--- src/rtl/dpa_pkg.sv ---
package dpa_pkg;

   typedef enum logic [1:0] {
      OWN_NONE  = 2'd0,
      OWN_LEFT  = 2'd1,
      OWN_RIGHT = 2'd2
   } owner_e;

   localparam int unsigned NUM_PORTS = 2;
   localparam int unsigned PORT_L    = 0;
   localparam int unsigned PORT_R    = 1;

endpackage

--- src/rtl/dpa_port_track.sv ---
module dpa_port_track #(
   parameter int unsigned ADDR_W = 10
) (
   input  logic              clk_i,
   input  logic              rst_ni,
   input  logic              ce_ni,
   input  logic [ADDR_W-1:0] addr_i,
   output logic              settled_o
);
   logic              sel_q;
   logic [ADDR_W-1:0] addr_q;

   always_ff @(posedge clk_i) begin
      if (!rst_ni) begin
         sel_q  <= 1'b0;
         addr_q <= '0;
      end else begin
         sel_q  <= ~ce_ni;
         addr_q <= addr_i;
      end
   end

   // selected now and selected on the same address at the previous edge
   assign settled_o = ~ce_ni & sel_q & (addr_q == addr_i);

endmodule

--- src/rtl/dpa_decide.sv ---
module dpa_decide
   import dpa_pkg::*;
#(
   parameter bit TIE_LEFT = 1'b1
) (
   input  logic   slave_i,
   input  logic   match_i,
   input  logic   l_settled_i,
   input  logic   r_settled_i,
   input  owner_e owner_q_i,
   output owner_e owner_d_o
);
   owner_e tie_owner;

   generate
      if (TIE_LEFT) begin : g_tie_l
         assign tie_owner = OWN_LEFT;
      end else begin : g_tie_r
         assign tie_owner = OWN_RIGHT;
      end
   endgenerate

   always_comb begin
      if (slave_i || !match_i) begin
         owner_d_o = OWN_NONE;
      end else if (owner_q_i == OWN_LEFT && l_settled_i) begin
         owner_d_o = OWN_LEFT;
      end else if (owner_q_i == OWN_RIGHT && r_settled_i) begin
         owner_d_o = OWN_RIGHT;
      end else if (l_settled_i && !r_settled_i) begin
         owner_d_o = OWN_LEFT;
      end else if (r_settled_i && !l_settled_i) begin
         owner_d_o = OWN_RIGHT;
      end else begin
         owner_d_o = tie_owner;
      end
   end

endmodule

--- src/rtl/dpa_write_gate.sv ---
module dpa_write_gate (
   input  logic slave_i,
   input  logic lost_i,
   input  logic busy_in_ni,
   input  logic ce_ni,
   input  logic we_ni,
   output logic inh_o,
   output logic wr_en_o
);
   always_comb begin
      if (slave_i) begin
         inh_o = ~busy_in_ni;
      end else begin
         inh_o = lost_i;
      end
      wr_en_o = ~ce_ni & ~we_ni & ~inh_o;
   end

endmodule

--- src/rtl/dpa_collision_arbiter.sv ---
module dpa_collision_arbiter
   import dpa_pkg::*;
#(
   parameter int unsigned ADDR_W   = 10,
   parameter bit          TIE_LEFT = 1'b1
) (
   input  logic              clk_i,
   input  logic              rst_ni,
   input  logic              slave_mode_i,
   input  logic              l_ce_ni,
   input  logic [ADDR_W-1:0] l_addr_i,
   input  logic              l_we_ni,
   input  logic              r_ce_ni,
   input  logic [ADDR_W-1:0] r_addr_i,
   input  logic              r_we_ni,
   input  logic              l_busy_in_ni,
   input  logic              r_busy_in_ni,
   output logic              l_busy_no,
   output logic              r_busy_no,
   output logic              l_wr_inh_o,
   output logic              r_wr_inh_o,
   output logic              l_wr_en_o,
   output logic              r_wr_en_o
);
   generate
      if (ADDR_W < 1) begin : g_bad_width
         $error("dpa_collision_arbiter: ADDR_W must be at least 1");
      end
   endgenerate

   logic              ce_n    [NUM_PORTS];
   logic              we_n    [NUM_PORTS];
   logic              bin_n   [NUM_PORTS];
   logic [ADDR_W-1:0] addr    [NUM_PORTS];
   logic              settled [NUM_PORTS];
   logic              lost    [NUM_PORTS];
   logic              inh     [NUM_PORTS];
   logic              wen     [NUM_PORTS];

   assign ce_n[PORT_L]  = l_ce_ni;
   assign ce_n[PORT_R]  = r_ce_ni;
   assign we_n[PORT_L]  = l_we_ni;
   assign we_n[PORT_R]  = r_we_ni;
   assign bin_n[PORT_L] = l_busy_in_ni;
   assign bin_n[PORT_R] = r_busy_in_ni;
   assign addr[PORT_L]  = l_addr_i;
   assign addr[PORT_R]  = r_addr_i;

   logic   match;
   owner_e owner_q;
   owner_e owner_d;

   assign match = ~l_ce_ni & ~r_ce_ni & (l_addr_i == r_addr_i);

   genvar p;
   generate
      for (p = 0; p < NUM_PORTS; p++) begin : g_port
         dpa_port_track #(.ADDR_W(ADDR_W)) track_i (
            .clk_i    (clk_i),
            .rst_ni   (rst_ni),
            .ce_ni    (ce_n[p]),
            .addr_i   (addr[p]),
            .settled_o(settled[p])
         );

         dpa_write_gate gate_i (
            .slave_i   (slave_mode_i),
            .lost_i    (lost[p]),
            .busy_in_ni(bin_n[p]),
            .ce_ni     (ce_n[p]),
            .we_ni     (we_n[p]),
            .inh_o     (inh[p]),
            .wr_en_o   (wen[p])
         );
      end
   endgenerate

   dpa_decide #(.TIE_LEFT(TIE_LEFT)) decide_i (
      .slave_i    (slave_mode_i),
      .match_i    (match),
      .l_settled_i(settled[PORT_L]),
      .r_settled_i(settled[PORT_R]),
      .owner_q_i  (owner_q),
      .owner_d_o  (owner_d)
   );

   assign lost[PORT_L] = (owner_d == OWN_RIGHT);
   assign lost[PORT_R] = (owner_d == OWN_LEFT);

   always_ff @(posedge clk_i) begin
      if (!rst_ni) begin
         owner_q <= OWN_NONE;
      end else begin
         owner_q <= owner_d;
      end
   end

   assign l_busy_no  = (owner_q != OWN_RIGHT);
   assign r_busy_no  = (owner_q != OWN_LEFT);
   assign l_wr_inh_o = inh[PORT_L];
   assign r_wr_inh_o = inh[PORT_R];
   assign l_wr_en_o  = wen[PORT_L];
   assign r_wr_en_o  = wen[PORT_R];

endmodule

--- config.mk ---
export PLATFORM = sky130hd
export DESIGN_NAME = dpa_collision_arbiter
export DESIGN_NICKNAME = d
export VERILOG_FILES = /design/src/rtl/dpa_pkg.sv /design/src/rtl/dpa_port_track.sv /design/src/rtl/dpa_decide.sv /design/src/rtl/dpa_write_gate.sv /design/src/rtl/dpa_collision_arbiter.sv
export SDC_FILE = /design/constraint.sdc
export NUM_CORES = 1
export LEC_CHECK = 0
export CAP_MARGIN = 30
export CORE_MARGIN = 2
export CORE_UTILIZATION = 43
export CTS_BUF_LIST = sky130_fd_sc_hd__clkbuf_4
export DETAILED_ROUTE_END_ITERATION = 8
export PLACE_DENSITY = 0.79
export SYNTH_ARGS = -nofsm -noshare
export SYNTH_HDL_FRONTEND = slang
export SYNTH_HIERARCHICAL = 1
export SYNTH_SLANG_ARGS = --single-unit
--- constraint.sdc ---
create_clock -name clk_i -period 2 [get_ports clk_i]
set_input_delay 0.4 -clock clk_i [delete_from_list [all_inputs] [get_ports clk_i]]
set_output_delay 0.4 -clock clk_i [all_outputs]
set_load 0.005 [all_outputs]
==> results.toml <==
[logic_synthesis]
netlist_area_mm2 = 0.00114
synth_edf_count = 0
synth.distinct_cells = 19
ys_top_cells_by_area = "dfxtp_1, xnor2_1, and2_1"
syn_nets = 142
synth-seq-cells = 24
syn_inst = 113
yosysSeqAreaShare = 0.420
synth_flop_cell = "dfxtp_1"
ys_async_sr_fraction = 0
yosys_warnings = 6
yosysTopAreaCell = "dfxtp_1"
syn_area_per_cell_um2 = 10.1
yosysMostFrequentCell = "xnor2_1"
synthTopCellsByCount = "xnor2_1, dfxtp_1, and2_1, nor2b_1, nand4_1"
synth_top_area_frac = 0.420

[min_path]
holdCritPathClass = "input port to flop"
min_path_cells = 2
hold_end = "g_port[0].track_i/addr_q[9]"
min-delay-start = "l_addr_i[9]"

[global_route]
grt_antenna_before_repair = 0
grt_pass1_wl_mm = 4.04
grt-ovfl-total = 0
grt_max_degree = 25
track_usage = 0.164
grt_pass1_vias = 943

[sta]
finalSetupViolCount = 4
skew_ps = 5.85
rsz0062_at_grt = "true"
fin_crit_ps = 2630
fmax_ghz = 0.380
timing_hold_violations_final = 0
postLayoutSetupSlackWorst_ps = -631
post-route-period-util = 1.32
finalMaxSlewViolations = 0
whs_ps = 339
maxSlewHeadroom = 0.836
tightest_slew_ps = 246

[critical_path]
timing.rr.end = "owner_q[0]"
r2r_start = "g_port[0].track_i/addr_q[3]"
start_kind = "input port"
critPathArrivalTime_ps = 2230
ff2ff_path_depth = 7
worstSetupEndpointType = "output pin"
critPathMaxFanout = 3
criticalPathCategory = "input port to output pin"
critical_path_required_ps = 1600
rrSetupSlack_ps = 460

[placement]
gp_routability_congestion = 0.774
dp_hpwl_mm = 1.81
place_inst = 191
numPortBuffers = 34

[cells_and_area]
final_nets = 198
antennaDiodeCount = 0
syn_to_final_growth_pct = 55.6
nFillCells = 201
final_cells = 197
drive_gt1_frac = 0.371

[routing]
drt_iter0_drc = 5
detail-route-antenna-nets = 0
wirelength_mm = 2.38
via_per_inst = 4.73
dr.pass1.iters = 4
drc_errors = 0
num_vias = 931
post_drt_wl_per_cell_um = 12.1

[floorplan]
core_mm2 = 0.00250
start_util = 0.457
die_x_um = 55.6
dieArea_mm2 = 0.00309
dieHeight_um = 55.6
rows = 18
io-pin-count = 35

[outcome]
outcome = "complete, but fails checks"
violations = "setup timing"

[power]
leakagePower_uw = 0.000732
clkPwrFrac = 0.221
p_switching_uw = 228
comb_power_share = 0.223
switching_share = 0.246
vdd_drop_max_v = 0.000501
seqPwrFrac = 0.555
p_int_uw = 698
p_per_area_mw_per_mm2 = 521

[clock_network]
cts_tree = "built"
cts-root-buf = "clkbuf_4"
clk_pin_slew_worst_paths_ps = 120
cts.sinks = 24
clock_path_buffers = 2
htreeDepth = 1
cts_hold_buf = 0
clk_latency_ps = 310
numCtsBuffers = 3

[flow_run]
drv_cap = 0
flip-flops by register name, summed over array words and instances, names as in the netlist:
| signal | count |
|---|---|
| g_port.track_i/addr_q | 20 |
| g_port.track_i/sel_q | 2 |
| owner_q | 2 |
layout make-up:
type / instances / area, um^2 / area share
Clock buffer: 3 / 22.5 / 0.0127
Inverter: 2 / 7.51 / 0.00422
Sequential cell: 24 / 488 / 0.274
Tap cell: 30 / 37.5 / 0.0211
Timing Repair Buffer: 53 / 430 / 0.242
Multi-Input combinational cell: 85 / 793 / 0.446
routing by layer:
metal	vias to the layer above	share of wire	global-route usage
li1	478	-	-
met1	422	0.44	0.208
met2	27	0.49	0.264
met3	4	0.055	0.0395
met4	0	0.013	0.0732
met5	-	0	0
through the flow:
stage | setup slack [ps] | util | setup TNS (ps) | power [uW] | cell area (um^2)
floorplan | -39.2 | - | -74.0 | 606 | 1140
global placement | -1170 | 0.654 | -4480 | 719 | 1630
detailed placement | -1220 | 0.654 | -4770 | 723 | 1630
CTS | -643 | 0.684 | -2250 | 920 | 1710
global route | -763 | 0.712 | -2850 | 975 | 1780
finish | -631 | 0.712 | -2190 | 926 | 1780
worst max path at each step:
stage          slack, ps          to                   startpoint  cells after the start
2_1_floorplan        -40  r_wr_inh_o                  l_addr_i[0]                      8
3_3_place_gp       -1170   l_wr_en_o                  l_addr_i[3]                     10
3_5_place_dp       -1220   l_wr_en_o                  l_addr_i[1]                     10
4_1_cts             -640   l_wr_en_o  g_port[0].track_i/addr_q[9]                     10
5_1_grt             -760   r_wr_en_o  g_port[1].track_i/addr_q[9]                     10
6_report            -630   r_wr_en_o                  r_addr_i[3]                     11
kinds of logic (layout without fill, tap and decap cells):
logic type / count (synthesis) / after routing / synth area share
DFF: 24 / 24 / 0.420
buffers and inverters: 4 / 58 / 0.0131
and+or+nand+nor: 50 / 50 / 0.293
AOI/OAI and AO/OA: 5 / 5 / 0.0438
xor gates and xnor gates: 30 / 30 / 0.230
layout by cell type, fill, tap and decap left out:
cell type and count:
a2111oi_4 2, a21o_1 2, a21oi_2 1, and2_1 20, and2_2 2, and3b_2 1
buf_2 4, buf_4 17, buf_6 2, clkbuf_2 6, clkbuf_4 3, clkdlybuf4s15_1 8
clkdlybuf4s50_1 8, dfxtp_1 18, dfxtp_2 6, dlygate4sd2_1 8, inv_1 2, nand2b_1 3
nand3_1 2, nand3_2 1, nand3b_1 1, nand4_1 6, nor2_1 1, nor2b_1 6
nor2b_4 3, nor3_2 2, nor3_4 1, nor4b_4 1, xnor2_1 20, xnor2_2 10
power by group through the flow:
stage	combinational (uW)	sequential, uW	clock, uW
3_5_place_dp	201	522	0
3_3_place_gp	198	521	0
4_1_cts	191	513	216
2_1_floorplan	85.1	520	0
6_report	207	515	205
5_1_grt	225	517	233
critical path, cell delays in order:
cell and delay, ps:
dlygate4sd2_1 270, xnor2_1 170, nand4_1 120, nor3_2 250, and3b_2 240, nor4b_4 50, nor2b_1 130, nor2b_4 130
buf_6 110, a2111oi_4 180, buf_2 160
repair_timing:
action / in CTS / in global routing
pin swaps: 23 / 17
gates resized for setup: 60 / 27
hold endpoints to repair: 0 / 0
setup endpoints to repair: 4 / 4
buffers inserted: 3 / 0
(Power assumes the default switching activity.)
